<file path="src/rtl/segbase_pkg.sv">
package segbase_pkg;
  localparam int unsigned NUM_BASES = 3;

  typedef enum logic [1:0] {
    TGT_FS   = 2'd0,
    TGT_GS   = 2'd1,
    TGT_KGS  = 2'd2,
    TGT_NONE = 2'd3
  } base_tgt_e;

  // operation that commits a register update this cycle
  typedef enum logic [1:0] {
    OP_IDLE  = 2'd0,
    OP_WRITE = 2'd1,
    OP_LOAD  = 2'd2,
    OP_SWAP  = 2'd3
  } base_op_e;
endpackage

</file>
<file path="src/rtl/segbase_canon.sv">
// Canonical check: value equals its sign extension from bit VA_BITS-1.
// Requires LOAD_W < VA_BITS < XLEN.
module segbase_canon #(
  parameter int unsigned XLEN    = 64,
  parameter int unsigned VA_BITS = 48
) (
  input  logic [XLEN-1:0] value_i,
  output logic            canon_o
);
  localparam int unsigned EXT_W = XLEN - VA_BITS;

  logic [XLEN-1:0] sext;

  assign sext    = {{EXT_W{value_i[VA_BITS-1]}}, value_i[VA_BITS-1:0]};
  assign canon_o = (sext == value_i);
endmodule

</file>
<file path="src/rtl/segbase_arb.sv">
module segbase_arb
  import segbase_pkg::*;
#(
  parameter int unsigned XLEN   = 64,
  parameter int unsigned LOAD_W = 32
) (
  input  logic              wr_i,
  input  base_tgt_e         wr_tgt_i,
  input  logic [XLEN-1:0]   wr_data_i,
  input  logic              wr_canon_i,
  input  logic [1:0]        priv_lvl_i,
  input  logic              ld_i,
  input  logic              ld_gs_i,
  input  logic [LOAD_W-1:0] ld_base_i,
  input  logic              swap_i,
  input  logic              mode64_i,
  output base_op_e          op_o,
  output base_tgt_e         tgt_o,
  output logic [XLEN-1:0]   data_o,
  output logic              gp_o,
  output logic              ud_o
);
  localparam int unsigned EXT_W = XLEN - LOAD_W;

  always_comb begin
    op_o   = OP_IDLE;
    tgt_o  = TGT_NONE;
    data_o = '0;
    gp_o   = 1'b0;
    ud_o   = 1'b0;
    if (wr_i) begin
      // write owns the cycle even when rejected
      if (wr_tgt_i != TGT_NONE) begin
        if ((priv_lvl_i != 2'd0) || !wr_canon_i) begin
          gp_o = 1'b1;
        end else begin
          op_o   = OP_WRITE;
          tgt_o  = wr_tgt_i;
          data_o = wr_data_i;
        end
      end
    end else if (ld_i) begin
      op_o   = OP_LOAD;
      tgt_o  = ld_gs_i ? TGT_GS : TGT_FS;
      data_o = {{EXT_W{1'b0}}, ld_base_i};
    end else if (swap_i) begin
      if (mode64_i) op_o = OP_SWAP;
      else          ud_o = 1'b1;
    end
  end
endmodule

</file>
<file path="src/rtl/segbase_regs.sv">
module segbase_regs
  import segbase_pkg::*;
#(
  parameter int unsigned XLEN = 64
) (
  input  logic                               clk_i,
  input  logic                               rst_ni,
  input  base_op_e                           op_i,
  input  base_tgt_e                          tgt_i,
  input  logic [XLEN-1:0]                    data_i,
  output logic [NUM_BASES-1:0][XLEN-1:0]     bases_o
);
  for (genvar i = 0; i < NUM_BASES; i++) begin : g_base
    // swap partner: GS <-> KGS, FS pairs with itself
    localparam int unsigned PARTNER = (i == 1) ? 2 : ((i == 2) ? 1 : i);

    logic [XLEN-1:0] q;
    logic [XLEN-1:0] d;

    always_comb begin
      d = q;
      if ((op_i == OP_WRITE || op_i == OP_LOAD) && (tgt_i == base_tgt_e'(i))) begin
        d = data_i;
      end else if (op_i == OP_SWAP) begin
        d = bases_o[PARTNER];
      end
    end

    always_ff @(posedge clk_i or negedge rst_ni) begin
      if (!rst_ni) q <= '0;
      else         q <= d;
    end

    assign bases_o[i] = q;
  end


  idle_hold_chk: assert property (@(posedge clk_i) disable iff (!rst_ni)
    (op_i == OP_IDLE) |=> $stable(bases_o))
    else $error("idle cycle modified a base");
endmodule

</file>
<file path="src/rtl/segbase_unit.sv">
module segbase_unit
  import segbase_pkg::*;
#(
  parameter int unsigned XLEN    = 64,
  parameter int unsigned VA_BITS = 48,
  parameter int unsigned LOAD_W  = 32
) (
  input  logic              clk_i,
  input  logic              rst_ni,
  input  logic              seg_ld_i,
  input  logic              seg_ld_gs_i,
  input  logic [LOAD_W-1:0] seg_ld_base_i,
  input  logic              priv_wr_i,
  input  logic [1:0]        priv_wr_sel_i,
  input  logic [XLEN-1:0]   priv_wr_data_i,
  input  logic [1:0]        priv_lvl_i,
  input  logic              mode64_i,
  input  logic              swap_i,
  output logic [XLEN-1:0]   fs_base_o,
  output logic [XLEN-1:0]   gs_base_o,
  output logic [XLEN-1:0]   kgs_base_o,
  output logic              gp_fault_o,
  output logic              ud_fault_o
);
  logic                           wr_canon;
  base_op_e                       op;
  base_tgt_e                      tgt;
  logic [XLEN-1:0]                data;
  logic                           gp_d, ud_d;
  logic                           gp_q, ud_q;
  logic [NUM_BASES-1:0][XLEN-1:0] bases;

  segbase_canon #(.XLEN(XLEN), .VA_BITS(VA_BITS)) u_canon (
    .value_i (priv_wr_data_i),
    .canon_o (wr_canon)
  );

  segbase_arb #(.XLEN(XLEN), .LOAD_W(LOAD_W)) u_arb (
    .wr_i       (priv_wr_i),
    .wr_tgt_i   (base_tgt_e'(priv_wr_sel_i)),
    .wr_data_i  (priv_wr_data_i),
    .wr_canon_i (wr_canon),
    .priv_lvl_i (priv_lvl_i),
    .ld_i       (seg_ld_i),
    .ld_gs_i    (seg_ld_gs_i),
    .ld_base_i  (seg_ld_base_i),
    .swap_i     (swap_i),
    .mode64_i   (mode64_i),
    .op_o       (op),
    .tgt_o      (tgt),
    .data_o     (data),
    .gp_o       (gp_d),
    .ud_o       (ud_d)
  );

  segbase_regs #(.XLEN(XLEN)) u_regs (
    .clk_i   (clk_i),
    .rst_ni  (rst_ni),
    .op_i    (op),
    .tgt_i   (tgt),
    .data_i  (data),
    .bases_o (bases)
  );

  always_ff @(posedge clk_i or negedge rst_ni) begin
    if (!rst_ni) begin
      gp_q <= 1'b0;
      ud_q <= 1'b0;
    end else begin
      gp_q <= gp_d;
      ud_q <= ud_d;
    end
  end

  assign fs_base_o  = bases[TGT_FS];
  assign gs_base_o  = bases[TGT_GS];
  assign kgs_base_o = bases[TGT_KGS];
  assign gp_fault_o = gp_q;
  assign ud_fault_o = ud_q;


  seg_zext_chk: assert property (@(posedge clk_i) disable iff (!rst_ni)
    (seg_ld_i && !priv_wr_i && !seg_ld_gs_i) |=>
      (fs_base_o == {{(XLEN-LOAD_W){1'b0}}, $past(seg_ld_base_i)}))
    else $error("FS segment load not zero-extended");


  gp_hold_chk: assert property (@(posedge clk_i) disable iff (!rst_ni)
    gp_fault_o |-> ($stable(fs_base_o) && $stable(gs_base_o) && $stable(kgs_base_o)))
    else $error("faulting write modified a base");


  priv_lvl_chk: assert property (@(posedge clk_i) disable iff (!rst_ni)
    (priv_wr_i && priv_wr_sel_i != 2'd3 && priv_lvl_i != 2'd0) |=> gp_fault_o)
    else $error("unprivileged write did not fault");


  swap_xchg_chk: assert property (@(posedge clk_i) disable iff (!rst_ni)
    (swap_i && mode64_i && !priv_wr_i && !seg_ld_i) |=>
      (gs_base_o == $past(kgs_base_o) && kgs_base_o == $past(gs_base_o) && $stable(fs_base_o)))
    else $error("swap did not exchange");


  ud_hold_chk: assert property (@(posedge clk_i) disable iff (!rst_ni)
    ud_fault_o |-> ($stable(gs_base_o) && $stable(kgs_base_o) && $stable(fs_base_o)))
    else $error("rejected swap modified a base");


  wr_wins_chk: assert property (@(posedge clk_i) disable iff (!rst_ni)
    priv_wr_i |=> !ud_fault_o)
    else $error("swap fault leaked past a write");


  fault_excl_chk: assert property (@(posedge clk_i) disable iff (!rst_ni)
    $onehot0({gp_fault_o, ud_fault_o}))
    else $error("both faults high");
endmodule

</file>
<file path="config.mk">
export PLATFORM = sky130hd
export DESIGN_NAME = segbase_unit
export DESIGN_NICKNAME = d
export VERILOG_FILES = /design/src/rtl/segbase_pkg.sv /design/src/rtl/segbase_canon.sv /design/src/rtl/segbase_arb.sv /design/src/rtl/segbase_regs.sv /design/src/rtl/segbase_unit.sv
export SDC_FILE = /design/constraint.sdc
export NUM_CORES = 1
export LEC_CHECK = 0
export BUFFER_PORTS_ARGS = -buffer_cell sky130_fd_sc_hd__clkbuf_2
export CAP_MARGIN = 20
export CORE_ASPECT_RATIO = 0.7
export CORE_MARGIN = 1.5
export CORE_UTILIZATION = 25
export CTS_CLUSTER_SIZE = 10
export DETAILED_ROUTE_END_ITERATION = 8
export SETUP_SLACK_MARGIN = 0.2
export SLEW_MARGIN = 20
export SYNTH_ARGS = -nofsm -noshare
export SYNTH_HDL_FRONTEND = slang
export SYNTH_HIERARCHICAL = 1
export SYNTH_SLANG_ARGS = --single-unit
export TNS_END_PERCENT = 50
</file>
<file path="constraint.sdc">
create_clock -name clk_i -period 1.2 [get_ports clk_i]
set_clock_uncertainty 0.15 [all_clocks]
set_input_delay 0.24 -clock clk_i [delete_from_list [all_inputs] [get_ports clk_i]]
set_output_delay 0.24 -clock clk_i [all_outputs]
set_load 0.02 [all_outputs]
</file>
== After elaboration in Yosys (flattened, before gate mapping) ==
Index checks and enable logic that the tools add are counted.
W data, S select, Z words.

* Eq/ne operators: 7
* Muxes and demuxes: 26
* Reduce and logical (&&, ||, !) cells: 10

{| class="wikitable"
|+ Operators by type and width
! kind !! number
|-
| $mux W64 || 7
|-
| $mux W32 || 1
|-
| $mux W2 || 9
|-
| $eq A16 B16 Y1 || 1
|-
| $mux W1 || 9
|-
| $eq A2 B2 Y1 const B || 3
|-
| $reduce_bool A2 Y1 || 3
|-
| $eq A2 B1 Y1 const B || 2
|-
| $logic_and A1 B1 Y1 || 3
|-
| $logic_not A2 Y1 || 1
|-
| $logic_or A1 B1 Y1 || 2
|-
| $ne A2 B2 Y1 const B || 1
|-
| $logic_not A1 Y1 || 1
|}

* Bits in registers: 194
* Input port bits: 107
* Output and inout port bits: 194
* Logic and storage cells: 48

== Depth between registers and ports, before layout ==
Gate-level depths: netlist of the first run.

* Word-level depth: 10
* Gate-level depth with buffers: 11
* Mapped depth without buffers: 8

== Hierarchy ==
The synthesis of the first run kept the hierarchy.

{| class="wikitable"
|+ By module, submodules not included
! module !! instances !! cells an instance !! area an instance (sq um) !! sequential area each (sq um)
|-
| segbase_regs || 1 || 551 || 9586.7 || 4804.6
|-
| segbase_arb || 1 || 97 || 729.4 || 0.0
|-
| segbase_canon || 1 || 15 || 88.8 || 0.0
|-
| segbase_unit || 1 || 2 || 50.0 || 50.0
|}

== Worst setup path after synthesis of the first run ==
Ideal clock, no wire load.

* Kind: input-to-reg
* Start: input priv_wr_data_i[51]
* End: register u_regs.g_base[1].q[0]
* Library setup time: 0.125 ns
* Arrival time: 2.807 ns
* Data required time: 0.925 ns
* Setup slack: -1.882 ns
* Cell stages on the path: 11
* Path buffers: 3
* Cell sequence: or4_1 > nor4_1 > o22a_1 > and4bb_4 > clkbuf_2 > a32o_1 > ha_1 > buf_6 > buf_12 > mux2_4 > mux2_4

* Cells in the longest elaborated chain, start to end: 10
* Elaborated cells on any way between the ends: 20
* Those cells by class: eq/ne: 5; mux: 10; reduce/logical: 5

{| class="wikitable"
|+ Ends and longest elaborated chain
! element !! RTL line !! RTL
|-
| from (decl) || segbase_unit.sv:15 || <nowiki>input logic [XLEN-1:0] priv_wr_data_i,</nowiki>
|-
| $eq A16 B16 Y1 * || segbase_canon.sv:15 || <nowiki>assign canon_o = (sext == value_i);</nowiki>
|-
| net wr_canon || segbase_unit.sv:25 || <nowiki>logic wr_canon;</nowiki>
|-
| $logic_not A1 Y1 * || segbase_arb.sv:34 || <nowiki>if ((priv_lvl_i != 2'd0) || !wr_canon_i) begin</nowiki>
|-
| $logic_or A1 B1 Y1 * || segbase_arb.sv:34 ||
|-
| $mux W1 * || segbase_arb.sv:34 ||
|-
| $mux W2 * || segbase_arb.sv:33 || <nowiki>if (wr_tgt_i != TGT_NONE) begin</nowiki>
|-
| $mux W2 * || segbase_arb.sv:31 || <nowiki>if (wr_i) begin</nowiki>
|-
| net op[0] || segbase_unit.sv:26 || <nowiki>base_op_e op;</nowiki>
|-
| $eq A2 B1 Y1 or $eq A2 B2 Y1 (tied branches) || segbase_regs.sv:22 || <nowiki>if ((op_i == OP_WRITE || op_i == OP_LOAD) && (tgt_i == base_tgt_e'(i))) begin</nowiki>
|-
| $logic_or A1 B1 Y1 || segbase_regs.sv:22 ||
|-
| $logic_and A1 B1 Y1 || segbase_regs.sv:22 ||
|-
| $mux W64 or $reduce_bool A2 Y1 (tied branches) || n/a ||
|-
| to (signal assigned) || segbase_regs.sv:30 || <nowiki>if (!rst_ni) q <= '0;</nowiki>
|-
| to (signal assigned) || segbase_regs.sv:31 || <nowiki>else q <= d;</nowiki>
|-
| to (decl) || segbase_regs.sv:17 || <nowiki>logic [XLEN-1:0] q;</nowiki>
|}

The timed path passes the listed nets; every way through them passes the cells marked *.
A chain may end at the register's enable or synchronous reset.

== Worst setup path after layout of the first run ==
* Start: input priv_wr_data_i[54]
* End: register u_regs.g_base[1].q[35]

The elaborated chain is that of the path after synthesis.

==> out/metrics.sh, run 1 <==
LAYOUT_WORST_PATH_CYCLE_SHARE=2.26
ANTENNA-DIODE-COUNT=0
CRITICAL_PATH.MAX_FANOUT=8
STD_CELL_ROWS=62
DETAILEDROUTE.FIRSTPASSITERATIONCOUNT=4
SYNTH_NET_COUNT=773
FINALHOLDVIOLCOUNT=1
CTS_TREE='built'
TOP_SIGNAL_LAYER_USED='met4'
TIMING.REG2REG.WORST_PATH_DEPTH=3
DIE_WIDTH_UM=247
FIRST_GLOBAL_VIAS=7500
SYNTH.AVG_CELL_AREA_UM2=15.7
SYNTH_WARNINGS=6
REQUIRED_NS=1.40
SYNTH_CELLS=665
CTS-HTREE-LEVELS=4
WORSTREG2REGSTART='u_regs/g_base[1].q[37]'
VIOLATED_CHECKS='hold timing, setup timing'
NETLIST_AREA_MM2=0.0105
MULTIINPUTGATEAREA_MM2=0.00554
FINAL_CELL_AREA_MM2=0.0156
FINAL_COMMON_CELL='sky130_fd_sc_hd__mux2_4'
TNS_NS=-324.51
CTS_MAX_PATH_BUFFERS=2
DIEAREA_MM2=0.0431
CLOCKROOTBUFFER='sky130_fd_sc_hd__clkbuf_16'
POST_CTS_HOLD_BUFFER_COUNT=5
YS_FF_LATCH=194
ANTENNA_FOUND_INITIAL=0
ADDER_AND_MAJORITY_GATE_PORTION_OF_THE_SYNTHESIZED_AREA=0.00120
ANTENNA_LEFT=0
MAX_CLOCK_FREQ_MHz=368
FINAL_CORE_UTILIZATION=0.380
ENDPOINT_KIND='register'
WORSTHOLDSTART='priv_lvl_i[0]'
POST_SYNTH_MUX_AREA_SHARE=0.416
PLACEDINSTANCEAREA_MM2=0.0132
CTS_SINKS=194
FIN_CELLS=1644
NUMBER_OF_DRC_VIOLATIONS_AFTER_DETAILED_ROUTING_ITERATION_0=306
ARRIVAL_NS=2.92
ROUTED-WL-MET2_UM=15600
GRTUSAGETOTAL=0.143
REGISTER_AREA_MM2=0.00485
CTS_MADE_BUFFERS=17
FINAL_NET_COUNT=1195
WORST_SETUP_HOLD_PATH_CLK_SLEW_NS=0.08
GRT_SETUP_UNREPAIRED='yes'
POST_SYNTH_SIMPLE_GATE_AREA=0.0330
WORST_R2R_ENDPOINT='u_regs/g_base[1].q[37]'
POWERDENSITY_mW_PER_MM2=1070
DRIVE_ABOVE_1_SHARE=0.736
VIAS_PER_CELL=4.46
SYNTH_TOP_FAMILY_BY_AREA='multiplexers'
VDD_IR_DROP_MAX_uV=1030
GRT_START_MAX_NET_PINS=66
NUMPLACEDINSTANCES=1564
FINAL.HOLD.WORST_SLACK_NS=-0.0555
GLOBALROUTEOVERFLOWTOTAL=0
HOLD_DEPTH=2
LAYOUT-AREA-OVERHEAD-VS-SYNTH_PCT=49.3
DIEHEIGHT_UM=174
SEQ_AREA_FRAC_SYNTH=0.464
RUN_STATUS='complete, but fails checks'
CORE_AREA_MM2=0.0411
POWER.STATIC_LEAKAGE_nW=8.19
WIRELENGTH_UM=33200
MIN-DELAY-PATH-CLASS='input pin to register'
IO_BUFFER_COUNT=300
SYNTH-COMPOUND-AREA-SHARE=0.0351
ROUTED-VIA-COUNT=7335
ROUTE.LAYER.MET1.WL_UM=15900
TIMING.FINAL.CRIT_PERIOD_NS=2.71
DETAILROUTE.WIRELENGTH.MET3_UM=1460
FINALMAXSLEWVIOLATIONS=0
SYNTH_CELL_TYPES=33
WIRE_LENGTH_OF_THE_FIRST_GLOBAL_ROUTING_PASS_UM=46200
TIMING.FINAL.SETUP_VIOLATIONS=387
FF2FF_SETUP_SLACK_NS=-0.14
HPWLAFTERDP_UM=21400
CRIT_PATH_START_KIND='input pin'
MAXSLEWHEADROOM=0.459
SYNTH_XOR_XNOR_AREA_SHARE=0
FILLERINSTANCES=3924
MAX_CAP_VIOL_COUNT=0
GLOBALPLACE.CONGESTION=0.778
DRCVIOLATIONCOUNT=0
FINALWORSTSETUPSLACK_NS=-1.51
IO_PINS=301
START_UTIL=0.254
TIGHTESTPINTRANSITION_NS=0.812
CLOCK_INSERTION_DELAY_AT_THE_LATER_PIN_OF_THE_SKEW_REPORT_NS=0.47
ROUTED_WIRE_LENGTH_PER_INSTANCE_UM=20.2
SETUP.WORST_PATH.CLASS='input pin to register'
MOST-COMMON-LAYOUT-CELLS='sky130_fd_sc_hd__mux2_4 (304), sky130_fd_sc_hd__clkbuf_2 (203), sky130_fd_sc_hd__dfrtp_1 (194), sky130_fd_sc_hd__buf_6 (112), sky130_fd_sc_hd__buf_4 (62)'
MIN_TO='gp_fault_o'
## Yosys cell counts
cell | count | share of area
sky130_fd_sc_hd__a21oi_1 | 2 | 0.00096
sky130_fd_sc_hd__a22oi_1 | 1 | 0.00072
sky130_fd_sc_hd__a32o_1 | 33 | 0.032
sky130_fd_sc_hd__and3_1 | 32 | 0.019
sky130_fd_sc_hd__and4bb_4 | 1 | 0.0016
sky130_fd_sc_hd__buf_12 | 10 | 0.019
sky130_fd_sc_hd__buf_2 | 8 | 0.0038
sky130_fd_sc_hd__buf_4 | 16 | 0.011
sky130_fd_sc_hd__buf_6 | 6 | 0.0065
sky130_fd_sc_hd__buf_8 | 2 | 0.0029
sky130_fd_sc_hd__clkbuf_1 | 7 | 0.0025
sky130_fd_sc_hd__clkbuf_2 | 3 | 0.0014
sky130_fd_sc_hd__clkbuf_4 | 1 | 0.00072
sky130_fd_sc_hd__dfrtp_1 | 194 | 0.46
sky130_fd_sc_hd__ha_1 | 1 | 0.0012
sky130_fd_sc_hd__inv_1 | 4 | 0.0014
sky130_fd_sc_hd__mux2_1 | 20 | 0.022
sky130_fd_sc_hd__mux2_2 | 100 | 0.11
sky130_fd_sc_hd__mux2_4 | 200 | 0.29
sky130_fd_sc_hd__nand2_1 | 3 | 0.0011
sky130_fd_sc_hd__nand3_1 | 2 | 0.00096
sky130_fd_sc_hd__nand3b_1 | 2 | 0.0014
sky130_fd_sc_hd__nand4_1 | 2 | 0.0012
sky130_fd_sc_hd__nor2_1 | 2 | 0.00072
sky130_fd_sc_hd__nor2b_1 | 1 | 0.00060
sky130_fd_sc_hd__nor3_1 | 2 | 0.00096
sky130_fd_sc_hd__nor3b_1 | 1 | 0.00072
sky130_fd_sc_hd__nor4_1 | 2 | 0.0012
sky130_fd_sc_hd__nor4b_1 | 1 | 0.00084
sky130_fd_sc_hd__o22a_1 | 1 | 0.00084
sky130_fd_sc_hd__o311a_1 | 1 | 0.00096
sky130_fd_sc_hd__or3_1 | 2 | 0.0012
sky130_fd_sc_hd__or4_1 | 2 | 0.0014
## kinds of logic (layout without fill, tap and decap cells)
kind of cell               after synthesis  in the layout
muxes                                  320            320
DFF                                    194            194
buffers and inverters                   57            492
and+or+nand+nor                         55             55
AOI/OAI and AO/OA                       38             38
adders and majority gates                1              1
## worst max path at each step
stage                                  start                      to  slack [ns]  depth (start not counted)
final                     priv_wr_data_i[54]  u_regs/g_base[1].q[35]       -1.51                         14
after CTS                 priv_wr_data_i[54]  u_regs/g_base[0].q[38]       -1.49                         13
after floorplan           priv_wr_data_i[51]  u_regs/g_base[2].q[55]       -1.80                         11
after global placement    priv_wr_data_i[51]   u_regs/g_base[0].q[9]       -2.25                         12
after global routing      priv_wr_data_i[54]  u_regs/g_base[0].q[11]       -1.55                         13
after detailed placement  priv_wr_data_i[51]  u_regs/g_base[0].q[11]       -2.20                         12
## repair_timing
action,4_1_cts,5_1_grt
resized for setup,108,291
cloned,7,12
hold endpoints to repair,196,1
setup buffers,18,6
pin swaps,5,1
setup endpoints to repair,387,388
## sequential cells by signal (all words and copies together) (netlist names)
register and cells:
gp_fault_o 1, u_regs/g_base.q 192, ud_fault_o 1
## routing by layer
layer  vias to the layer above  GRT usage
li1                       3327          -
met1                      3819      0.194
met2                       171      0.223
met3                        18     0.0400
met4                         0     0.0364
met5                         -          0
## layout make-up
type	instances	share of cell area
inverters	4	0.000962
flip-flops and latches	194	0.311
repair buffers	456	0.254
clock buffers	17	0.0273
clock inverters	15	0.00890
well taps	544	0.0436
multi-input cells	414	0.355
## worst max-delay path, cell delays in order
cell	delay, ns
sky130_fd_sc_hd__buf_6	0.10
sky130_fd_sc_hd__or4_4	0.54
sky130_fd_sc_hd__nor4_4	0.16
sky130_fd_sc_hd__buf_4	0.15
sky130_fd_sc_hd__o22a_1	0.14
sky130_fd_sc_hd__and4bb_4	0.25
sky130_fd_sc_hd__a32o_2	0.15
sky130_fd_sc_hd__ha_4	0.16
sky130_fd_sc_hd__buf_6	0.10
sky130_fd_sc_hd__buf_12	0.15
sky130_fd_sc_hd__buf_6	0.11
sky130_fd_sc_hd__buf_6	0.10
sky130_fd_sc_hd__mux2_4	0.30
sky130_fd_sc_hd__mux2_4	0.25
## metrics by stage
stage / setup WS [ns] / power [mW]
6_report: -1.51 / 16.7
5_1_grt: -1.55 / 17.4
2_1_floorplan: -1.80 / 9.26
3_3_place_gp: -2.25 / 10.5
4_1_cts: -1.49 / 16.5
3_5_place_dp: -2.20 / 10.6
## power breakdown
part	switching [mW]	total [mW]	internal (mW)
Clock	2.92	5.67	2.75
Combinational	1.56	3.62	2.07
Sequential	0.415	7.37	6.96
Note: power is estimated with default switching activity, not from simulation.
==> run 2: changes to the inputs <==
Settings changed: REMOVE_ABC_BUFFERS set to 1.
==> run 2 against run 1 <==
Critical endpoint is now u_regs/g_base[0].q[46]. Largest cell class unchanged. Clock power increased by 9.7%. Largest power group unchanged. Combinational power decreased by 5%. The flow still finishes with violations (hold timing, setup timing). Die area unchanged.
==> out/metrics.sh, run 2 (synthesis gave the netlist of run 1 again) <==
RUN_STATUS='complete, but fails checks'
VIOLATED_CHECKS='hold timing, setup timing'
CLOCKROOTBUFFER='sky130_fd_sc_hd__clkbuf_16'
POWERDENSITY_mW_PER_MM2=1130
WORST_SETUP_HOLD_PATH_CLK_SLEW_NS=0.07
ANTENNA_FOUND_INITIAL=1
GRT_START_MAX_NET_PINS=66
IO_BUFFER_COUNT=300
CTS_SINKS=194
GRT_SETUP_UNREPAIRED='yes'
REQUIRED_NS=1.39
FINAL_COMMON_CELL='sky130_fd_sc_hd__mux2_4'
DP_WORST_SETUP_SLACK_NS=-2.23
CRITICAL_PATH.MAX_FANOUT=12
ARRIVAL_NS=2.88
LARGEST-REGISTER='u_regs/g_base.q'
ANTENNA_LEFT=0
FINALWORSTSETUPSLACK_NS=-1.49
HPWLAFTERDP_UM=21600
WORST_SETUP_PATH_STARTPOINT='priv_wr_data_i[58]'
GLOBALROUTEOVERFLOWTOTAL=0
FINAL_NET_COUNT=1169
TIGHTESTPINTRANSITION_NS=0.828
FINALHOLDVIOLCOUNT=1
CTS_MAX_PATH_BUFFERS=2
FIRST_GLOBAL_VIAS=7602
WORSTHOLDSTART='seg_ld_i'
WORSTREG2REGSTART='u_regs/g_base[1].q[48]'
MAX_CLOCK_FREQ_MHz=372
NUMBER_OF_DRC_VIOLATIONS_AFTER_DETAILED_ROUTING_ITERATION_0=321
MOST-COMMON-LAYOUT-CELLS='sky130_fd_sc_hd__mux2_4 (264), sky130_fd_sc_hd__clkbuf_2 (247), sky130_fd_sc_hd__dfrtp_1 (194), sky130_fd_sc_hd__buf_6 (83), sky130_fd_sc_hd__buf_4 (51)'
DRCVIOLATIONCOUNT=0
START_UTIL=0.254
DETAILEDROUTE.FIRSTPASSITERATIONCOUNT=4
ENDPOINT_KIND='register'
GRTUSAGETOTAL=0.147
POWER.STATIC_LEAKAGE_nW=7.98
FINALMAXSLEWVIOLATIONS=0
TIMING.FINAL.CRIT_PERIOD_NS=2.69
STD_CELL_ROWS=62
CTS_MADE_BUFFERS=17
CTS_TREE='built'
DIE_WIDTH_UM=247
DRIVE_ABOVE_1_SHARE=0.725
SETUP.WORST_PATH.CLASS='input pin to register'
VDD_IR_DROP_MAX_uV=990
CTS-HTREE-LEVELS=4
WIRE_LENGTH_OF_THE_FIRST_GLOBAL_ROUTING_PASS_UM=47300
FF2FF_SETUP_SLACK_NS=-0.17
FILLERINSTANCES=3959
WIRELENGTH_UM=32900
LARGEST_REGISTER_FF_COUNT=192
CORE_AREA_MM2=0.0411
LAYOUT-AREA-OVERHEAD-VS-SYNTH_PCT=43.5
FINAL.HOLD.WORST_SLACK_NS=-0.0748
CRIT_PATH_START_KIND='input pin'
ANTENNA-DIODE-COUNT=0
MIN-DELAY-PATH-CLASS='input pin to register'
TIMING.FINAL.SETUP_VIOLATIONS=387
ROUTED-VIA-COUNT=7194
CLOCK_INSERTION_DELAY_AT_THE_LATER_PIN_OF_THE_SKEW_REPORT_NS=0.46
DIEHEIGHT_UM=174
LAYOUT_WORST_PATH_CYCLE_SHARE=2.24
GLOBALPLACE.CONGESTION=0.778
IO_PINS=301
ROUTED_WIRE_LENGTH_PER_INSTANCE_UM=20.4
POWER_mW=17.0
VIAS_PER_CELL=4.45
MAX_CAP_VIOL_COUNT=0
MAXSLEWHEADROOM=0.448
DIEAREA_MM2=0.0431
[run 2: cell count changes in the layout (fill, tap and decap cells not counted), sizes merged]
| cell | change |
|---|---|
| clkinvlp | -6 |
| inv | -1 |
| clkinv | +1 |
| bufinv | +3 |
| buf | -65 |
| clkbuf | +41 |
[run 2: critical path, stage by stage]
cell,delay (ns)
sky130_fd_sc_hd__buf_6,0.09
sky130_fd_sc_hd__or4_4,0.54
sky130_fd_sc_hd__nor4_4,0.18
sky130_fd_sc_hd__buf_4,0.16
sky130_fd_sc_hd__o22a_1,0.12
sky130_fd_sc_hd__and4bb_4,0.24
sky130_fd_sc_hd__a32o_2,0.16
sky130_fd_sc_hd__ha_4,0.15
sky130_fd_sc_hd__nor3b_4,0.24
sky130_fd_sc_hd__buf_4,0.21
sky130_fd_sc_hd__buf_12,0.17
sky130_fd_sc_hd__mux2_2,0.35
[run 2: repair_timing]
item	4_1_cts	5_1_grt
endpoints found under the hold margin	198	2
resized for setup	55	194
hold buffers	4	1
endpoints found under the setup margin	387	388
pin swaps	3	0
cloned	8	7
buffers inserted	8	5
[run 2: power breakdown]
part	switching, mW	total [mW]	leakage (nW)	internal, mW
sequential	0.388	7.35	2.67	6.96
combinational	1.53	3.45	5.00	1.92
clock	2.78	6.22	0.308	3.44
[run 2: worst paths after layout]
kind,cells past startpoint,to
worst max-delay path,12,u_regs/g_base[0].q[46]
worst min-delay path,3,ud_fault_o
worst max register to register,3,u_regs/g_base[2].q[48]
worst min register to register,1,u_regs/g_base[0].q[2]
max in group asynchronous,3,u_regs/g_base[1].q[10]
min in group asynchronous,2,u_regs/g_base[0].q[32]
[run 2: final cells by class]
type | count | area, um^2 | area share
inverters | 4 | 15.0 | 0.00100
repair buffers | 430 | 3450 | 0.230
multi-input cells | 414 | 5380 | 0.358
clock inverters | 12 | 168 | 0.0112
flip-flops and latches | 194 | 4850 | 0.324
clock buffers | 19 | 453 | 0.0302
well taps | 544 | 681 | 0.0454
[run 2: metrics by stage]
stage	TNS, ns	instances	utilization	cell area, um^2
5_1_grt	-347.78	1617	0.365	15000
2_1_floorplan	-1184.45	612	-	9950
4_1_cts	-324.18	1604	0.347	14300
3_5_place_dp	-417.02	1553	0.318	13100
3_3_place_gp	-413.97	1553	0.318	13100
6_report	-321.37	1617	0.365	15000
[run 2: layer usage]
metal / GRT usage / wire (um) / vias up
li1: - / - / 3288
met1: 0.200 / 15400 / 3696
met2: 0.229 / 15200 / 190
met3: 0.0460 / 1940 / 20
met4: 0.0338 / 382 / 0
met5: 0 / 0 / -
